### config.mk
export PLATFORM = sky130hd
export DESIGN_NAME = uartx_top
export DESIGN_NICKNAME = d
export VERILOG_FILES = /design/src/rtl/uartx_pkg.sv /design/src/rtl/uartx_fifo.sv /design/src/rtl/uartx_shifter.sv /design/src/rtl/uartx_top.sv
export SDC_FILE = /design/constraint.sdc
export NUM_CORES = 1
export LEC_CHECK = 0
export ABC_AREA = 1
export CAP_MARGIN = 25
export CORE_MARGIN = 8
export CORE_UTILIZATION = 23
export DETAILED_ROUTE_END_ITERATION = 12
export GPL_ROUTABILITY_DRIVEN = 1
export PLACE_DENSITY = 0.4
export SETUP_SLACK_MARGIN = 0.05
export SLEW_MARGIN = 20
export SYNTH_ARGS = -nofsm -noshare
export SYNTH_HDL_FRONTEND = slang
export SYNTH_SLANG_ARGS = --single-unit
export TNS_END_PERCENT = 30
### constraint.sdc
create_clock -name clk -period 2.75 [get_ports clk]
set_clock_uncertainty 0.1 [all_clocks]
set_input_delay 0.4125 -clock clk [delete_from_list [all_inputs] [get_ports clk]]
set_output_delay 0.4125 -clock clk [all_outputs]
set_load 0.005 [all_outputs]
### src/rtl/uartx_pkg.sv
package uartx_pkg;

    typedef enum logic [2:0] {
        ST_IDLE,
        ST_START,
        ST_DATA,
        ST_PARITY,
        ST_STOP
    } tx_state_t;

    // parity is present only for codes with the top bit set
    function automatic logic par_enabled(input logic [2:0] mode);
        return mode[2];
    endfunction

    function automatic logic par_value(input logic [7:0] d,
                                       input logic [1:0] len,
                                       input logic [2:0] mode);
        logic [7:0] m;
        logic       x;
        m = d & (8'hFF >> (2'd3 - len));
        x = ^m;
        unique case (mode)
            3'd4:    return ~x;
            3'd5:    return 1'b1;
            3'd6:    return x;
            default: return 1'b0;
        endcase
    endfunction

endpackage

### src/rtl/uartx_fifo.sv
module uartx_fifo #(
    parameter int DEPTH = 16,
    parameter int W     = 8,
    localparam int AW   = $clog2(DEPTH),
    localparam int CW   = $clog2(DEPTH + 1)
) (
    input  logic          clk,
    input  logic          rst_n,
    input  logic          push_req,
    input  logic [W-1:0]  wdata,
    input  logic          pop,
    output logic [W-1:0]  rdata,
    output logic          empty,
    output logic          full,
    output logic [CW-1:0] count
);
    logic [W-1:0]  mem [DEPTH];
    logic [AW-1:0] wr_ptr;
    logic [AW-1:0] rd_ptr;
    logic          push;

    assign push  = push_req && !full;
    assign full  = (count == CW'(DEPTH));
    assign empty = (count == '0);
    assign rdata = mem[rd_ptr];

    always_ff @(posedge clk) begin
        if (push) mem[wr_ptr] <= wdata;
    end

    always_ff @(posedge clk or negedge rst_n) begin
        if (!rst_n) begin
            wr_ptr <= '0;
            rd_ptr <= '0;
            count  <= '0;
        end else begin
            if (push) wr_ptr <= (wr_ptr == AW'(DEPTH - 1)) ? '0 : wr_ptr + 1'b1;
            if (pop)  rd_ptr <= (rd_ptr == AW'(DEPTH - 1)) ? '0 : rd_ptr + 1'b1;
            count <= count + CW'(push) - CW'(pop);
        end
    end
endmodule

### src/rtl/uartx_shifter.sv
module uartx_shifter
    import uartx_pkg::*;
#(
    parameter int OVS = 8,
    localparam int SW = $clog2(OVS)
) (
    input  logic       clk,
    input  logic       rst_n,
    input  logic       fifo_empty,
    input  logic [7:0] fifo_data,
    input  logic [1:0] len_code,
    input  logic       two_stop,
    input  logic [2:0] par_mode,
    input  logic       flow_en,
    input  logic       cts,
    output logic       pop,
    output logic       ser_out,
    output logic       busy
);
    tx_state_t state, state_n;
    logic [SW-1:0] sub;
    logic [2:0]    bitn;
    logic          stopn;
    logic [7:0]    shreg;
    logic [2:0]    last_bit;
    logic          par_on;
    logic          stop2;
    logic          pbit;
    logic          launch_ok;
    logic          tick_end;
    logic          stop_last;

    assign launch_ok = !fifo_empty && (!flow_en || cts);
    assign tick_end  = (sub == SW'(OVS - 1));
    assign stop_last = !stop2 || stopn;

    always_comb begin
        state_n = state;
        unique case (state)
            ST_IDLE:   if (launch_ok) state_n = ST_START;
            ST_START:  if (tick_end) state_n = ST_DATA;
            ST_DATA:   if (tick_end && bitn == last_bit)
                           state_n = par_on ? ST_PARITY : ST_STOP;
            ST_PARITY: if (tick_end) state_n = ST_STOP;
            ST_STOP:   if (tick_end && stop_last)
                           state_n = launch_ok ? ST_START : ST_IDLE;
            default:   state_n = ST_IDLE;
        endcase
    end

    always_ff @(posedge clk or negedge rst_n) begin
        if (!rst_n) begin
            state    <= ST_IDLE;
            sub      <= '0;
            bitn     <= '0;
            stopn    <= 1'b0;
            shreg    <= '0;
            last_bit <= 3'd7;
            par_on   <= 1'b0;
            stop2    <= 1'b0;
            pbit     <= 1'b0;
        end else begin
            state <= state_n;
            if (pop) begin
                sub      <= '0;
                bitn     <= '0;
                stopn    <= 1'b0;
                shreg    <= fifo_data;
                last_bit <= 3'd4 + {1'b0, len_code};
                par_on   <= par_enabled(par_mode);
                stop2    <= two_stop;
                pbit     <= par_value(fifo_data, len_code, par_mode);
            end else if (state == ST_IDLE) begin
                sub <= '0;
            end else begin
                sub <= tick_end ? '0 : sub + 1'b1;
                if (state == ST_DATA && tick_end) begin
                    shreg <= shreg >> 1;
                    bitn  <= bitn + 1'b1;
                end
                if (state == ST_STOP && tick_end) stopn <= 1'b1;
            end
        end
    end

    always_comb begin
        pop     = 1'b0;
        ser_out = 1'b1;
        busy    = 1'b1;
        unique case (state)
            ST_IDLE: begin
                busy = 1'b0;
                pop  = launch_ok;
            end
            ST_START:  ser_out = 1'b0;
            ST_DATA:   ser_out = shreg[0];
            ST_PARITY: ser_out = pbit;
            ST_STOP:   pop = tick_end && stop_last && launch_ok;
            default:   busy = 1'b0;
        endcase
    end
endmodule

### src/rtl/uartx_top.sv
module uartx_top #(
    parameter int DEPTH = 16,
    parameter int OVS   = 8,
    localparam int CW   = $clog2(DEPTH + 1)
) (
    input  logic       clk,
    input  logic       rst_n,
    input  logic [7:0] wr_data,
    input  logic       wr_en,
    output logic       fifo_full,
    input  logic [1:0] len_code,
    input  logic       two_stop,
    input  logic [2:0] par_mode,
    input  logic       flow_en,
    input  logic       cts,
    input  logic       loop_en,
    input  logic       rx_line_in,
    output logic       txd,
    output logic       rx_to_receiver,
    output logic       all_empty
);
    logic          fifo_empty;
    logic [7:0]    fifo_data;
    logic [CW-1:0] fifo_cnt;
    logic          pop;
    logic          ser;
    logic          busy;

    uartx_fifo #(.DEPTH(DEPTH), .W(8)) fifo_i (
        .clk      (clk),
        .rst_n    (rst_n),
        .push_req (wr_en),
        .wdata    (wr_data),
        .pop      (pop),
        .rdata    (fifo_data),
        .empty    (fifo_empty),
        .full     (fifo_full),
        .count    (fifo_cnt)
    );

    uartx_shifter #(.OVS(OVS)) shift_i (
        .clk        (clk),
        .rst_n      (rst_n),
        .fifo_empty (fifo_empty),
        .fifo_data  (fifo_data),
        .len_code   (len_code),
        .two_stop   (two_stop),
        .par_mode   (par_mode),
        .flow_en    (flow_en),
        .cts        (cts),
        .pop        (pop),
        .ser_out    (ser),
        .busy       (busy)
    );

    assign txd            = loop_en ? 1'b1 : ser;
    assign rx_to_receiver = loop_en ? ser : rx_line_in;
    assign all_empty      = fifo_empty && !busy;
endmodule

=== Word-level counts from Yosys, hierarchy flattened ===
Memory sizes are Yosys's and may differ from the RTL's.
Index checks and enable logic that the tools add are counted.

* Logic and storage cells: 96
* Bits of input ports: 21
* Memory bits (writable): 128
* Bits in registers: 37
* Output and inout bits: 4
* Memories kept: 1

{| class="wikitable"
|+ Memory list
! memory !! words !! width !! read ports !! clocked after memory_dff !! write ports !! line !! source
|-
| fifo_i.mem || 16 || 8 || 1 || 0 || 1 || uartx_fifo.sv:17 || <nowiki>logic [W-1:0] mem [DEPTH];</nowiki>
|}

* Equal/unequal tests: 18
* Bitwise logic cells: 2
* Shift operators: 1
* Reduce and logical (&&, ||, !) cells: 24
* Add/subtract/negate cells: 8
* Muxes and demuxes: 30

{| class="wikitable"
|+ Operators by type and width
! kind !! count
|-
| $mux W3 || 12
|-
| $mux W8 || 3
|-
| $eq A3 B3 Y1 const B || 5
|-
| $pmux W3 S5 || 1
|-
| $ne A2 B1 Y1 const B || 5
|-
| $mux W1 || 9
|-
| $add A4 B1 Y4 const B || 2
|-
| $and A8 B8 Y8 || 1
|-
| $eq A4 B4 Y1 const B || 2
|-
| $logic_and A1 B1 Y1 || 8
|-
| $mux W4 || 2
|-
| $reduce_xor A8 Y1 || 1
|-
| $shr A8 B2 Y8 const A || 1
|-
| $add A3 B1 Y3 const B || 2
|-
| $eq A3 B2 Y1 const B || 2
|-
| $pmux W1 S3 || 2
|-
| $add A5 B1 Y5 || 1
|-
| $eq A5 B5 Y1 const B || 1
|-
| $logic_not A1 Y1 || 5
|-
| $logic_not A5 Y1 || 1
|-
| $reduce_and A5 Y1 || 1
|-
| $sub A5 B1 Y5 || 1
|-
| $reduce_and A2 Y1 || 2
|-
| $reduce_bool A2 Y1 || 2
|-
| other kinds (10) || 11
|}

=== Depth between registers and ports, before layout ===
* Word-level depth: 7
* Mapped depth: 22

=== By module ===
A second synthesis with hierarchy kept.

* Cells, all modules: 822
* Area, all modules: 7842.5 um2

{| class="wikitable"
|+ Modules (own cells, without submodules)
! module !! cells an instance !! instances !! area each (um2)
|-
| uartx_fifo || 658 || 1 || 6452.4
|-
| uartx_shifter || 157 || 1 || 1361.3
|-
| uartx_top || 7 || 1 || 28.8
|}

=== Worst setup path after synthesis ===
No wires, ideal clock.

* Path type: register to register
* From: register shift_i.sub[0]
* To: register fifo_i.count[4]
* Library setup time: 79 ps
* Slack: -275 ps
* Arrival: 2845 ps
* Data required time: 2571 ps
* Stages on the path, launching flop included: 17
* Clock period less this slack: 3025 ps
* Cells stage by stage: dfrtp_1 > ha_1 > ha_1 > inv_1 > a21oi_1 > inv_1 > a211oi_2 > clkinv_1 > clkbuf_1 > nand2_1 > nand2_1 > ha_1 > fa_1 > a21oi_1 > nor2_1 > nor2_1 > xor2_1

* Longest elaborated chain between the ends: 5

{| class="wikitable"
|+ RTL lines
! what !! line !! source
|-
| from (decl) || uartx_shifter.sv:21 || <nowiki>logic [SW-1:0] sub;</nowiki>
|-
| from (signal assigned) || uartx_shifter.sv:76 || <nowiki>sub <= tick_end ? '0 : sub + 1'b1;</nowiki>
|-
| $eq A3 B3 Y1 || uartx_shifter.sv:34 || <nowiki>assign tick_end = (sub == SW'(OVS - 1));</nowiki>
|-
| $logic_and A1 B1 Y1 (2 in series) || uartx_shifter.sv:98 || <nowiki>ST_STOP: pop = tick_end && stop_last && launch_ok;</nowiki>
|-
| $pmux W1 S2 || uartx_shifter.sv:90 || <nowiki>unique case (state)</nowiki>
|-
| $sub A5 B1 Y5 || uartx_fifo.sv:39 || <nowiki>count <= count + CW'(push) - CW'(pop);</nowiki>
|-
| to (signal assigned) || uartx_fifo.sv:39 ||
|-
| to (decl) || uartx_fifo.sv:15 || <nowiki>output logic [CW-1:0] count</nowiki>
|}

Every way passes these cells.
A chain may end at the register's enable or synchronous reset.

=== Worst setup path after layout ===
* From: register shift_i.state[2]
* To: output port rx_to_receiver

* Longest elaborated chain between the ends: 3
* Elaborated cells between the ends (all ways): 5

{| class="wikitable"
|+ RTL lines
! what !! line !! source
|-
| from (decl) || uartx_shifter.sv:20 || <nowiki>tx_state_t state, state_n;</nowiki>
|-
| from (signal assigned) || uartx_shifter.sv:63 || <nowiki>state <= state_n;</nowiki>
|-
| $eq A3 B2 Y1 / $eq A3 B1 Y1 (equally long branches) || uartx_shifter.sv:90 ||
|-
| $pmux W1 S3 * || uartx_shifter.sv:90 ||
|-
| $mux W1 * || uartx_top.sv:57 || <nowiki>assign rx_to_receiver = loop_en ? ser : rx_line_in;</nowiki>
|-
| to (decl) || uartx_top.sv:19 || <nowiki>output logic rx_to_receiver,</nowiki>
|}

Every way passes the cells marked *; elsewhere a longest branch is shown, timed or not.

==> results.md <==
- Final nets: 901
- Min-Delay Path Class: in -> async
- Clock slew at the register clock pins of the worst setup and hold paths: 70 ps
- Post-Place Cell Area: 8600 um^2
- Maximum buffer depth of the clock tree: 2
- Initial DRC Count: 314
- Total global routing overflow: 0
- Filler cells: 3445
- Count of final max-slew check failures: 0
- Antenna Violating Nets Remaining: 0
- DIE WIDTH: 198 um
- Violations in the final reports: hold timing
- # setup viols final: 0
- Pin count of the biggest net entering global routing: 50
- Sum of negative setup slack: 0 ps
- Seq/Total Area, Yosys: 62.3%
- Total clock buffers created by CTS: 17
- Distinct cell type count after synthesis: 34
- Maximum capacitance violations: 0
- Post-CTS Hold Buffers: 0
- Worst vdd ir: 444 uV
- Initial Util: 23.4%
- Number of enable-type register cells in the synthesized netlist: 128
- Total power after layout: 9.71 mW
- Highest attainable clock frequency: 384 MHz
- Cells along the critical path: nor3_4 -> inv_1 -> o221ai_1 -> mux2_2 -> clkdlybuf4s50_1
- Core ar.: 32600 um^2
- Number of synthesized register bits: 164
- TritonCTS clock tree: built
- Final cell count without fillers: 1321
- Worst-path fanout max: 5
- Routed len/inst: 14.8 um
- Final cycle utilization of the critical path: 94.7%
- Setup repair after global routing missed its margin: yes
- Most common flop cell mapped by yosys: edfxtp_1
- Number of global-route vias before repair: 5171
- Dpl hpwl: 12700 um
- Total number of placement rows: 66
- DR vias/cell: 4.02
- Clock latency on the worst-skew pair: 440 ps
- Wire length of the first global-routing pass: 30400 um
- Portion of synthesized cell area occupied by the leading cell type: 50.4%
- Required time at the worst-slack endpoint: 2240 ps
- Die Outline Area: 39200 um^2
- Critical path class: reg -> out
- DRC viols: 0
- Leakage power: 3.99 nW
- Count of endpoints failing hold in the final timing report: 7
- Worst hold slack across all endpoints: -8.74 ps
- DR pass1 iterations: 4
- Critical path's top delay family: buffers and inverters
- Non-Filler Cell Area, Final: 9310 um^2
- Ys async rst share: 22.0%
- Peak per-stage delay on the critical path: 500 ps
- GRT Util Overall: 10.3%
- Syn nets: 841
- Height of the chip: 198 um
- Synthesized area: 7620 um^2
- Fraction of layout instances using a drive strength above 1: 11.3%
- Arrival time at the worst endpoint: 2090 ps
- Cells after synthesis: 806
- Placer congestion estimate: 0.713
- Total buffers and inverters traversed by the critical path: 2
- Signed area change from the synthesized netlist to the final layout: 22.2%
- Vias: 5306
- Crit-path slowest cell: clkdlybuf4s50_1
- Category of the worst setup path capture point: output pin
- Worst max-slew margin expressed relative to the limit: 42.5%
- Number of inserted diodes: 0
- CTS H-tree lvls: 4
- Power density cells: 1040 nW/um^2
- Total clock sinks: 164
- Antenna violations before repair: 0
- Placed cells: 1284
- Cell type contributing the most total cell area after synthesis: edfxtp_1
- Actual slew at the worst max-slew pin: 863 ps
- Wire length reported by the detailed router: 19600 um
- Element type at the critical path start: register
- Post-layout minimum cycle time: 2600 ps
- Largest cells by area after synthesis: edfxtp_1, nand2_1, dfrtp_1
- I/O pin cnt: 25
- Result of the run: complete, but fails checks
- Port Buffers: 24
- CTS Root Cell: clkbuf_16
- Average size of a mapped cell: 9.46 um^2
- Number of synthesis warnings: 0
power by group:
group	switching, mW	internal [mW]
logic	2.58	1.40
registers	0.212	3.10
clock network	1.18	1.23
cells by family (layout without fill, tap and decap cells):
| family | Yosys count | after routing | share of synthesized area (%) |
|---|---|---|---|
| XOR/XNOR | 9 | 9 | 1.03 |
| AO/OA/AOI/OAI | 57 | 57 | 4.22 |
| buffers and inverters | 152 | 225 | 8.17 |
| AND/OR/NAND/NOR | 409 | 409 | 21.8 |
| multiplexers | 1 | 1 | 0.148 |
| flip-flops | 164 | 164 | 62.3 |
| adder cells (fa/ha/maj) | 14 | 14 | 2.40 |
layer usage:
layer  global-route usage [%]  share of wire (%)  vias up
li1                         -                  -     2707
met1                     13.4                 46     2517
met2                     16.8                 49       61
met3                     1.99                3.0       21
met4                     3.48                1.9        0
met5                        0                  0        -
cell type report:
cell class / count / area [um^2] / share of cell area (%)
clock buffer: 17 / 425 / 4.57
inverter: 126 / 483 / 5.19
clock inverter: 15 / 181 / 1.95
tap: 442 / 553 / 5.94
multi-input combinational: 490 / 2300 / 24.7
timing repair buffer: 67 / 621 / 6.66
sequential: 164 / 4750 / 51.0
final timing paths:
check | start | end | slack (ps) | cells after the start
min | rst_n | shift_i.par_on | -9 | 1
max | shift_i.state[2] | rx_to_receiver | 150 | 5
min in group clk | shift_i.sub[0] | shift_i.sub[0] | 340 | 1
min reg2reg | shift_i.sub[0] | shift_i.sub[0] | 340 | 1
max reg2reg | fifo_i.count[2] | fifo_i.count[4] | 210 | 15
max in group asynchronous | rst_n | fifo_i.rd_ptr[0] | 1960 | 1
cell usage after synthesis (all sizes together) (2+ instances only):
library cell	instances
clkbuf	5
inv	121
clkinv	5
or2	2
nand3	78
o22ai	2
o21ai	37
ha	13
xor2	8
nor3	5
nand4	2
o221ai	5
a21oi	9
nor2	64
dfstp	2
edfxtp	128
buf	21
dfrtp	34
nand2	257
through the flow:
step           setup WS (ps)  util (%)
2_1_floorplan           31.2         -
4_1_cts                 14.9      28.2
6_report                 146      28.6
3_3_place_gp            69.1      26.4
3_5_place_dp            80.1      26.4
5_1_grt                -4.32      28.6
flip-flops by register name (all words and copies together), names as in the netlist:
name and flops:
shift_i.last_bit 2, shift_i.sub 3, shift_i.stopn 1, shift_i.pbit 1, fifo_i.rd_ptr 4, shift_i.bitn 3, fifo_i.count 5, shift_i.state 3
shift_i.stop2 1, fifo_i.mem 128, shift_i.par_on 1, fifo_i.wr_ptr 4, shift_i.shreg 8
worst register-to-register path: cells and delay by family, from the launching register on:
kind / cells / cell delay (ps)
adder cells (fa/ha/maj): 3 / 740
AO/OA/AOI/OAI: 3 / 440
AND/OR/NAND/NOR: 5 / 380
flip-flops: 1 / 360
buffers and inverters: 3 / 290
XOR/XNOR: 1 / 150
timing repair:
action | 4_1_cts | 5_1_grt
endpoints found under the setup margin | 2 | 7
resized for setup | 1 | 12
buffers inserted | 0 | 4
pin swaps | 0 | 3
hold endpoints to repair | 0 | 0
cloned | 0 | 1
placed cells by master (no fill, tap or decap), drive strengths merged, types with 9 or more instances in the layout:
| cell type | n |
|---|---|
| a21oi | 9 |
| buf | 43 |
| clkbuf | 18 |
| clkdlybuf4s50 | 23 |
| clkinv | 13 |
| dfrtp | 34 |
| edfxtp | 128 |
| ha | 13 |
| inv | 127 |
| nand2 | 257 |
| nand3 | 78 |
| nor2 | 64 |
| o21ai | 37 |
(Power assumes the default switching activity.)
